**src/rtl/madd_nan_resolver_pkg.sv**
```systemverilog
package madd_nan_resolver_pkg;

    typedef enum logic [1:0] {
        CLS_ZERO   = 2'd0,
        CLS_FINITE = 2'd1,
        CLS_INF    = 2'd2,
        CLS_NAN    = 2'd3
    } op_class_t;

    typedef enum logic [1:0] {
        CAUSE_NONE   = 2'd0,
        CAUSE_NAN_IN = 2'd1,
        CAUSE_MUL    = 2'd2,
        CAUSE_ADD    = 2'd3
    } cause_t;

    typedef enum logic {
        ST_EMPTY = 1'b0,
        ST_FULL  = 1'b1
    } out_state_t;

endpackage

```
**src/rtl/fmr_classify.sv**
```systemverilog
module fmr_classify
    import madd_nan_resolver_pkg::*;
#(
    parameter int EXP_W = 8,
    parameter int MAN_W = 23,
    localparam int WORD_W = 1 + EXP_W + MAN_W
) (
    input  logic [WORD_W-1:0] op,
    output logic              sign,
    output op_class_t         cls
);
    logic [EXP_W-1:0] exp_f;
    logic [MAN_W-1:0] man_f;

    assign sign  = op[WORD_W-1];
    assign exp_f = op[WORD_W-2:MAN_W];
    assign man_f = op[MAN_W-1:0];

    // Denormals (exp zero, mantissa nonzero) collapse to zero of the same sign.
    always_comb begin
        if (exp_f == '0)
            cls = CLS_ZERO;
        else if (&exp_f)
            cls = (man_f == '0) ? CLS_INF : CLS_NAN;
        else
            cls = CLS_FINITE;
    end
endmodule

```
**src/rtl/fmr_cause.sv**
```systemverilog
module fmr_cause
    import madd_nan_resolver_pkg::*;
(
    input  logic      inv_flag,
    input  logic      sub_mode,
    input  logic      sign_a,
    input  logic      sign_b,
    input  logic      sign_c,
    input  op_class_t cls_a,
    input  op_class_t cls_b,
    input  op_class_t cls_c,
    output cause_t    cause
);
    logic any_nan;
    logic inf_times_zero;
    logic prod_inf;
    logic signs_oppose;

    assign any_nan        = (cls_a == CLS_NAN) || (cls_b == CLS_NAN) || (cls_c == CLS_NAN);
    assign inf_times_zero = ((cls_a == CLS_INF) && (cls_b == CLS_ZERO)) ||
                            ((cls_a == CLS_ZERO) && (cls_b == CLS_INF));
    assign prod_inf       = (cls_a == CLS_INF) || (cls_b == CLS_INF);
    assign signs_oppose   = sign_a ^ sign_b ^ (sign_c ^ sub_mode);

    // Fixed priority: NaN operand, then inf*0, then opposing infinities.
    always_comb begin
        cause = CAUSE_NONE;
        if (inv_flag) begin
            if (any_nan)
                cause = CAUSE_NAN_IN;
            else if (inf_times_zero)
                cause = CAUSE_MUL;
            else if (prod_inf && (cls_c == CLS_INF) && signs_oppose)
                cause = CAUSE_ADD;
        end
    end
endmodule

```
**src/rtl/fmr_out_stage.sv**
```systemverilog
module fmr_out_stage
    import madd_nan_resolver_pkg::*;
#(
    parameter int WORD_W = 32
) (
    input  logic              clk,
    input  logic              rst,
    input  logic              in_valid,
    input  logic [WORD_W-1:0] nxt_result,
    input  logic              nxt_status,
    output logic              out_valid,
    output logic [WORD_W-1:0] out_result,
    output logic              out_status
);
    out_state_t state_q;
    out_state_t state_d;

    always_comb begin
        state_d = state_q;
        unique case (state_q)
            ST_EMPTY: if (in_valid)  state_d = ST_FULL;
            ST_FULL:  if (!in_valid) state_d = ST_EMPTY;
        endcase
    end

    always_ff @(posedge clk) begin
        if (rst) state_q <= ST_EMPTY;
        else     state_q <= state_d;
    end

    always_ff @(posedge clk) begin
        if (rst) begin
            out_result <= '0;
            out_status <= 1'b0;
        end else if (in_valid) begin
            out_result <= nxt_result;
            out_status <= nxt_status;
        end
    end

    assign out_valid = (state_q == ST_FULL);
endmodule

```
**src/rtl/madd_nan_resolver.sv**
```systemverilog
module madd_nan_resolver
    import madd_nan_resolver_pkg::*;
#(
    parameter int EXP_W       = 8,
    parameter int MAN_W       = 23,
    parameter int PAYLOAD_ADD = 1,
    parameter int PAYLOAD_MUL = 2,
    localparam int WORD_W = 1 + EXP_W + MAN_W
) (
    input  logic              clk,
    input  logic              rst,
    input  logic              in_valid,
    input  logic [WORD_W-1:0] op_a,
    input  logic [WORD_W-1:0] op_b,
    input  logic [WORD_W-1:0] op_c,
    input  logic [WORD_W-1:0] raw_result,
    input  logic              inv_flag,
    input  logic              exc_flag,
    input  logic              sub_mode,
    output logic              out_valid,
    output logic [WORD_W-1:0] out_result,
    output logic              out_status
);
    localparam int NUM_OPS = 3;
    localparam logic [WORD_W-1:0] QNAN_BASE = {1'b0, {EXP_W{1'b1}}, 1'b1, {(MAN_W-1){1'b0}}};
    localparam logic [WORD_W-1:0] NAN_ADD   = QNAN_BASE | WORD_W'(PAYLOAD_ADD);
    localparam logic [WORD_W-1:0] NAN_MUL   = QNAN_BASE | WORD_W'(PAYLOAD_MUL);

    logic [WORD_W-1:0] ops [NUM_OPS];
    logic              signs [NUM_OPS];
    op_class_t         classes [NUM_OPS];
    cause_t            cause;
    logic [WORD_W-1:0] sel_result;

    assign ops[0] = op_a;
    assign ops[1] = op_b;
    assign ops[2] = op_c;

    for (genvar g = 0; g < NUM_OPS; g++) begin : g_cls
        fmr_classify #(.EXP_W(EXP_W), .MAN_W(MAN_W)) i_cls (
            .op   (ops[g]),
            .sign (signs[g]),
            .cls  (classes[g])
        );
    end

    fmr_cause i_cause (
        .inv_flag (inv_flag),
        .sub_mode (sub_mode),
        .sign_a   (signs[0]),
        .sign_b   (signs[1]),
        .sign_c   (signs[2]),
        .cls_a    (classes[0]),
        .cls_b    (classes[1]),
        .cls_c    (classes[2]),
        .cause    (cause)
    );

    always_comb begin
        unique case (cause)
            CAUSE_NAN_IN: sel_result = QNAN_BASE;
            CAUSE_MUL:    sel_result = NAN_MUL;
            CAUSE_ADD:    sel_result = NAN_ADD;
            default:      sel_result = raw_result;
        endcase
    end

    fmr_out_stage #(.WORD_W(WORD_W)) i_out (
        .clk        (clk),
        .rst        (rst),
        .in_valid   (in_valid),
        .nxt_result (sel_result),
        .nxt_status (inv_flag | exc_flag),
        .out_valid  (out_valid),
        .out_result (out_result),
        .out_status (out_status)
    );
endmodule

```
**config.mk**
```make
export PLATFORM = sky130hd
export DESIGN_NAME = madd_nan_resolver
export DESIGN_NICKNAME = d
export VERILOG_FILES = /design/src/rtl/madd_nan_resolver_pkg.sv /design/src/rtl/fmr_classify.sv /design/src/rtl/fmr_cause.sv /design/src/rtl/fmr_out_stage.sv /design/src/rtl/madd_nan_resolver.sv
export SDC_FILE = /design/constraint.sdc
export NUM_CORES = 1
export LEC_CHECK = 0
export ABC_AREA = 1
export CAP_MARGIN = 20
export CORE_UTILIZATION = 48
export DETAILED_ROUTE_END_ITERATION = 8
export DONT_BUFFER_PORTS = 1
export PLACE_DENSITY_LB_ADDON = 0.25
export SYNTH_ARGS = -nofsm -noshare
export SYNTH_HDL_FRONTEND = slang
export SYNTH_SLANG_ARGS = --single-unit
```
**constraint.sdc**
```tcl
create_clock -name clk -period 2.4 [get_ports clk]
set_input_delay 0.6 -clock clk [delete_from_list [all_inputs] [get_ports clk]]
set_output_delay 0.6 -clock clk [all_outputs]
set_load 0.05 [all_outputs]
```
* After elaboration in Yosys (flattened, before gate mapping)
Cells that the tools add are included.
Operators by class: mux-type cells 15, equality and inequality tests 9, bitwise logic cells 4, reductions and logical operators 19
Operators by type and width (count):
- case mux 32 bit (3 select lines) | 1
- zero test 23 bit | 3
- zero test 8 bit | 3
- AND reduction 8 bit | 3
- 2-to-1 mux 2 bit | 10
- equality test 2 bit (second input constant) | 8
- logical AND 1 bit | 4
- zero test 2 bit | 2
- logical OR 1 bit | 4
- 2-to-1 mux 1 bit | 4
- XOR 1 bit | 3
- equality test 2 x 1 -> 1 bit (second input constant) | 1
- bitwise OR 1 bit | 1
Word-level totals: flip-flop bits (word level) 34, logic and storage cells 50

* Longest topological paths before layout
Gate-level depths: netlist of run 1.
depth in word-level cells 14, gate-level depth with buffers 15, gate-level depth less buffers 14

* Modules after synthesis
From an unflattened synthesis of run 1, not the netlist that was laid out.
Unflattened totals: cells, all modules 448, area total of the unflattened synthesis 2379.8 um^2
Modules (own cells, without submodules):
- fmr_out_stage | area an instance 1371.3 um^2, cells an instance 212, instances 1
- fmr_classify | area an instance 166.4 um^2, cells an instance 42, instances 3
- madd_nan_resolver | area an instance 340.3 um^2, cells an instance 71, instances 1
- fmr_cause | area an instance 168.9 um^2, cells an instance 39, instances 1

* Worst setup path after synthesis of run 1
No wires, ideal clock.
path type input to register, start in op_c[15], end reg i_out.out_result[10], slack 575 ps, arrival time 1698 ps, buffers on the path 1, library setup time 128 ps, required time 2272 ps, stages 13, path through nor2_1 nand2_1 nor2_1 nand3_1 nor2_1 nor2_1 nor2_2 nand2_2 buf_2 nand2_1 nor2_2 nor2_1 nor2_1
Between the ends: cells in the longest elaborated chain, start to end 13
RTL lines:
- start: declaration | line madd_nan_resolver.sv:15 | input logic [WORD_W-1:0] op_c,
- zero test 23 bit (*) | line fmr_classify.sv:24 | cls = (man_f == '0) ? CLS_INF : CLS_NAN;
- 2-to-1 mux 1 bit (*) | line fmr_classify.sv:24
- 2-to-1 mux 2 bit (*) | line fmr_classify.sv:23 | else if (&exp_f)
- 2-to-1 mux 2 bit (*) | line fmr_classify.sv:21 | if (exp_f == '0)
- equality test 2 bit | line fmr_cause.sv:33 | else if (prod_inf && (cls_c == CLS_INF) && signs_oppose)
- logical AND 1 bit (2 in a row) | line fmr_cause.sv:33
- 2-to-1 mux 2 bit | line fmr_cause.sv:33
- 2-to-1 mux 2 bit | line fmr_cause.sv:31 | else if (inf_times_zero)
- 2-to-1 mux 2 bit (*) | line fmr_cause.sv:29 | if (any_nan)
- 2-to-1 mux 2 bit (*) | line fmr_cause.sv:28 | if (inv_flag) begin
- equality test 2 bit or equality test 2 x 1 -> 1 bit (tied branches) | line madd_nan_resolver.sv:60 | unique case (cause)
- case mux 32 bit (3 select lines) (*) | line madd_nan_resolver.sv:60
- end signal: assignment | line fmr_out_stage.sv:36 | out_result <= nxt_result;
- end: declaration | line fmr_out_stage.sv:12 | output logic [WORD_W-1:0] out_result,
Mark *: on every way between the ends. The rest lies on a longest branch, timed or not. A chain may end at the register's enable or synchronous reset.

* Worst setup path in the final report of run 1
start in op_c[5], end reg i_out.out_result[18]
The elaborated chain is that of the path after synthesis.

==> impl_metrics.toml, run 1 <==
[sta]
slew_viol_final = 0
worst_pin_slew_ps = 539.6
fin_crit_sh = 0.7560
setup_viol = 0
max_freq_mhz = 551.2
hold_viol_final = 0
fin_worst_skew_ps = 0
rsz0062_at_grt = "no"
layout_setup_ws_ps = 585.6
setup-tns-final_ps = 0
timing.slew.headroom = 0.6398
period_minus_slack_ps = 1814

[worst_setup_path]
reg2reg_from = "i_out.out_result[26]"
critPathMaxStageDelay_ps = 230
cp_num_buf_inv = 1
crit_type = "primary input to register"
critPathArrivalTime_ps = 2000
cp_top_family = "simple AND/OR/NAND/NOR gates"
cp_slowest_cell = "buf_4"
crit_fanout = 14
crit_path_frequent_cell = "nor2_1"
start_kind = "primary input"
path_cells = "nor2_1 -> nand2_1 -> nor2_1 -> nand3_1 -> nor2_1 -> nor2_1 -> nor2_2 -> nand2_2 -> buf_4 -> nand2_1 -> nor2_2 -> nor2_1 -> nor2_1"
crit_path_end_kind = "register"
startpoint = "op_c[5]"
required_ps = 2590

[detailed_routing]
drtIter0Drc = 90
wl_per_cell_um = 11.40
ant_nets = 0
vias_per_cell = 4.740
vias = 2100
drc = 0
dr.pass1.iters = 5
routed_wl_um = 5049

[floorplan]
die_h_um = 69.62
die-area_um2 = 4846
start_util = 0.5006
die_w_um = 69.62
ioPinCount = 168
core_area_um2 = 4384
rows = 24

[logic_synthesis]
yosysSeqAreaShare = 0.3101
syn_inst = 395
avgSynthCellArea_um2 = 5.556
yosysWarnings = 0
yosys.area.top_type = "dfxtp_1"
synthTopCellsByArea = "dfxtp_1 (31%), nor2_1 (28%), nand2_1 (13%)"
synth_top_cell_area_share = 0.3101
syn-cell-area_um2 = 2195
syn_nets = 529
synth-seq-cells = 34
ys_types = 24

[place]
dpl.hpwl_um = 3946
placed_area_um2 = 2193
pre_cts_slack_ps = 265.3
portBuffers = 0
gp_congestion = 0.7763

[clock_tree]
cts_tree = "yes"
worstSkewPairLatency_ps = 280
cts_resized = 0
clk_pin_slew_ps = 80
cts_sinks = 34
root_buffer = "clkbuf_8"
hold_buffers = 0
htreeDepth = 2
clock_path_buffers = 2
cts_setup_buffers = 0
cts_made_buffers = 5

[global_route]
antenna_found_initial = 0
grt_pass1_vias = 1859
grt-ovfl-total = 0
grt_pass1_wl_um = 8252
grt_max_degree = 37
grt_use_total = 0.2098

[power]
peakVddDrop_mv = 0.3859
power_density_nw_per_um2 = 576.7
power_leakage_uw = 0.001172

[hold_path]
hp-start = "rst"
hold_class = "primary input to register"

[cells_and_area]
finalNetCount = 524
drive_gt1_frac = 0.08696
n_antenna_cell = 0
final_area_um2 = 2288
n_fill_cell = 491
mostFrequentLayoutCells = "nor2_1 (162), nand2_1 (76), inv_1 (56), dfxtp_1 (34)"
final_common_cell = "nor2_1"
area_growth_pct = 4.276

[run]
drv_cap = 0

[run_status]
status = "completed"
==> sequential cells by signal, summed over array words and instances (netlist names) <==
signal            count
i_out.out_status      1
i_out.out_result     32
i_out.out_valid       1
==> per-layer routing <==
layer / share of wire / vias to the layer above / track usage
met5: 0 / - / 0
met4: 0.0042 / 0 / 0.04667
met3: 0.095 / 2 / 0.08140
met2: 0.51 / 93 / 0.3754
met1: 0.39 / 867 / 0.2342
li1: - / 1138 / -
==> final timing paths <==
path / end / slack, ps / cells past startpoint
max reg2reg: i_out.out_result[26] / 1360 / 4
min: i_out.out_result[11] / 370 / 1
min reg2reg: i_out.out_result[1] / 730 / 2
max: i_out.out_result[18] / 590 / 13
==> metrics by stage <==
step                      std cells  total power (uW)  hold WS (ps)  utilization
after floorplan                 395             887.1         687.7            -
after global placement          435             886.2         674.7       0.5003
after CTS                       443              1332         368.4       0.5220
final                           443              1320         371.8       0.5220
after detailed placement        435             891.3         677.3       0.5003
after global routing            443              1389         358.1       0.5220
==> Yosys cell counts <==
cell,n
nor3_1,2
nor2_1,162
clkbuf_1,7
or2_2,9
nand2_2,2
nand2_4,2
nand3b_1,1
o21bai_1,1
buf_2,2
nor2_2,11
and2_0,1
inv_1,56
o21ai_0,11
buf_6,3
nor2_4,1
nand3_1,5
a21oi_1,2
nand4_1,3
xnor2_1,1
dfxtp_1,34
o21ba_1,1
buf_1,1
nand2_1,76
and2_1,1
==> worst reg2reg max path: stages, from the launching register on <==
cell and delay [ps]:
dfxtp_1 660, nor2_1 80, nor2_1 90, o21ai_0 90
inv_1 70
==> final cells by class <==
type                       count  area (um^2)  share of cell area
multi-input combinational    292         1230              0.5375
sequential                    34        680.7              0.2974
inverter                      56        210.2             0.09185
clock buffer                   6        82.58             0.03609
tap                           52        65.06             0.02843
clock inverter                 2        12.51            0.005467
timing repair buffer           1        7.507            0.003280
==> kinds of logic after synthesis <==
family | count (synthesis) | share of synthesized area
and+or+nand+nor | 276 | 0.5188
DFF | 34 | 0.3101
AOI/OAI and AO/OA | 15 | 0.03763
xor gates and xnor gates | 1 | 0.003992
buffers and inverters | 69 | 0.1294
==> where the power goes <==
group	switching [uW]	internal, uW
logic	72.8	63.3
registers	142	599
clock network	212	231
Note: power is estimated with default switching activity, not from simulation.
==> run 2, diff against run 1 <==
==> constraint.sdc (replaced) <==
create_clock -name clk -period 1.85 [get_ports clk]
set_input_delay 0.4625 -clock clk [delete_from_list [all_inputs] [get_ports clk]]
set_output_delay 0.4625 -clock clk [all_outputs]
set_load 0.05 [all_outputs]
==> run 2 against run 1 <==
Via count increased by 0.38%. Setup slack worse by 270 ps. Sequential share of layout area fell by 0.21 points. Die area unchanged.
==> impl_metrics.toml, run 2 (synthesized netlist as in run 1, its figures left out) <==
[worst_setup_path]
crit_path_end_kind = "register"
start_kind = "primary input"
crit_fanout = 23
critPathArrivalTime_ps = 1720
crit_type = "primary input to register"
required_ps = 2040

[cells_and_area]
n_fill_cell = 489
drive_gt1_frac = 0.08673
n_antenna_cell = 0
finalNetCount = 525
mostFrequentLayoutCells = "nor2_1 (162), nand2_1 (76), inv_1 (56), dfxtp_1 (34)"
finalCoreUtilization = 0.5257
regMostFlops = "i_out.out_result"
final_common_cell = "nor2_1"
largest_register_ffs = 32
area_growth_pct = 5.017

[sta]
worst_pin_slew_ps = 553.4
setup-tns-final_ps = 0
rsz0062_at_grt = "no"
setup_viol = 0
max_freq_mhz = 650.0
layout_setup_ws_ps = 311.5
fin_crit_sh = 0.8316
timing.slew.headroom = 0.6306
hold_viol_final = 0
slew_viol_final = 0
fin_worst_skew_ps = 0
period_minus_slack_ps = 1538

[floorplan]
die_w_um = 69.62
core_area_um2 = 4384
die_h_um = 69.62
die-area_um2 = 4846
rows = 24
start_util = 0.5006
ioPinCount = 168

[detailed_routing]
drtIter0Drc = 58
dr.pass1.iters = 4
vias = 2108
ant_nets = 0
vias_per_cell = 4.748
wl_per_cell_um = 11.43
drc = 0
routed_wl_um = 5073

[clock_tree]
htreeDepth = 2
clock_path_buffers = 2
clk_pin_slew_ps = 70
root_buffer = "clkbuf_8"
worstSkewPairLatency_ps = 280
hold_buffers = 0
cts_made_buffers = 5
cts_resized = 0
cts_tree = "yes"
cts_sinks = 34
cts_setup_buffers = 0

[global_route]
grt_use_met1 = 0.2204
grt_max_degree = 37
grt_use_total = 0.2124
grt_use_met2 = 0.3937
grt_pass1_vias = 1941
antenna_found_initial = 0
grt.busiest_layer = "met2"
grt-ovfl-total = 0
grt_pass1_wl_um = 8300
grt_use_met3 = 0.06977

[place]
dpl.hpwl_um = 3936
gp_congestion = 0.7633
portBuffers = 0
pre_cts_slack_ps = -12.25

[hold_path]
hold_class = "primary input to register"

[power]
power_leakage_uw = 0.001184
peakVddDrop_mv = 0.4461
power_density_nw_per_um2 = 736.0

[run]
drv_cap = 0

[run_status]
status = "completed"
[run 2: cell types whose count changed in the layout (fill, tap and decap cells not counted)]
cell,previous run,this run
buf_12,0,1
clkbuf_1,0,1
clkinvlp_4,1,0
[run 2: report_power, final]
part	switching, uW	leakage (uW)	internal (uW)	total, uW
logic	93.5	0.000854	82.3	176
registers	185	0.000281	777	962
clock network	259	0.0000482	300	558
total	537	0.00118	1160	1700
[run 2: final cells by class]
class	count	area [um^2]	area share
Sequential cell	34	680.7	0.2953
Clock buffer	7	86.33	0.03746
Inverter	56	210.2	0.09121
Timing Repair Buffer	2	27.53	0.01194
Tap cell	52	65.06	0.02823
Multi-Input combinational cell	292	1230	0.5337
Clock inverter	1	5.005	0.002172
[run 2: metrics by stage]
stage	std cells	instance area [um^2]	total power, uW	hold slack (ps)
after floorplan	395	2195	1151	587.1
after global placement	436	2213	1151	537.5
after detailed placement	436	2213	1157	540.0
after CTS	444	2305	1725	226.7
after global routing	444	2305	1780	230.5
final	444	2305	1696	239.6
[run 2: per-layer routing]
layer,wire length [um],share of wire
met5,0,0
met4,106,0.021
met3,446,0.088
met2,2553,0.50
met1,1968,0.39
[run 2: worst max-delay path: stages]
cell     delay (ps)
nor2_1           80
nand2_1          50
nor2_1          130
nand3_1         100
nor2_1          160
nor2_1           70
nor2_2          140
nand2_2          90
buf_12          160
nand2_1          70
nor2_2           40
nor2_1          110
nor2_1           50
[run 2: final timing paths]
| kind | start | end | slack, ps | cells past startpoint |
|---|---|---|---|---|
| max | op_c[7] | i_out.out_result[9] | 310 | 13 |
| min | rst | i_out.out_result[4] | 240 | 1 |
| max reg2reg | i_out.out_result[9] | i_out.out_result[9] | 830 | 4 |
| min reg2reg | i_out.out_result[1] | i_out.out_result[1] | 730 | 2 |
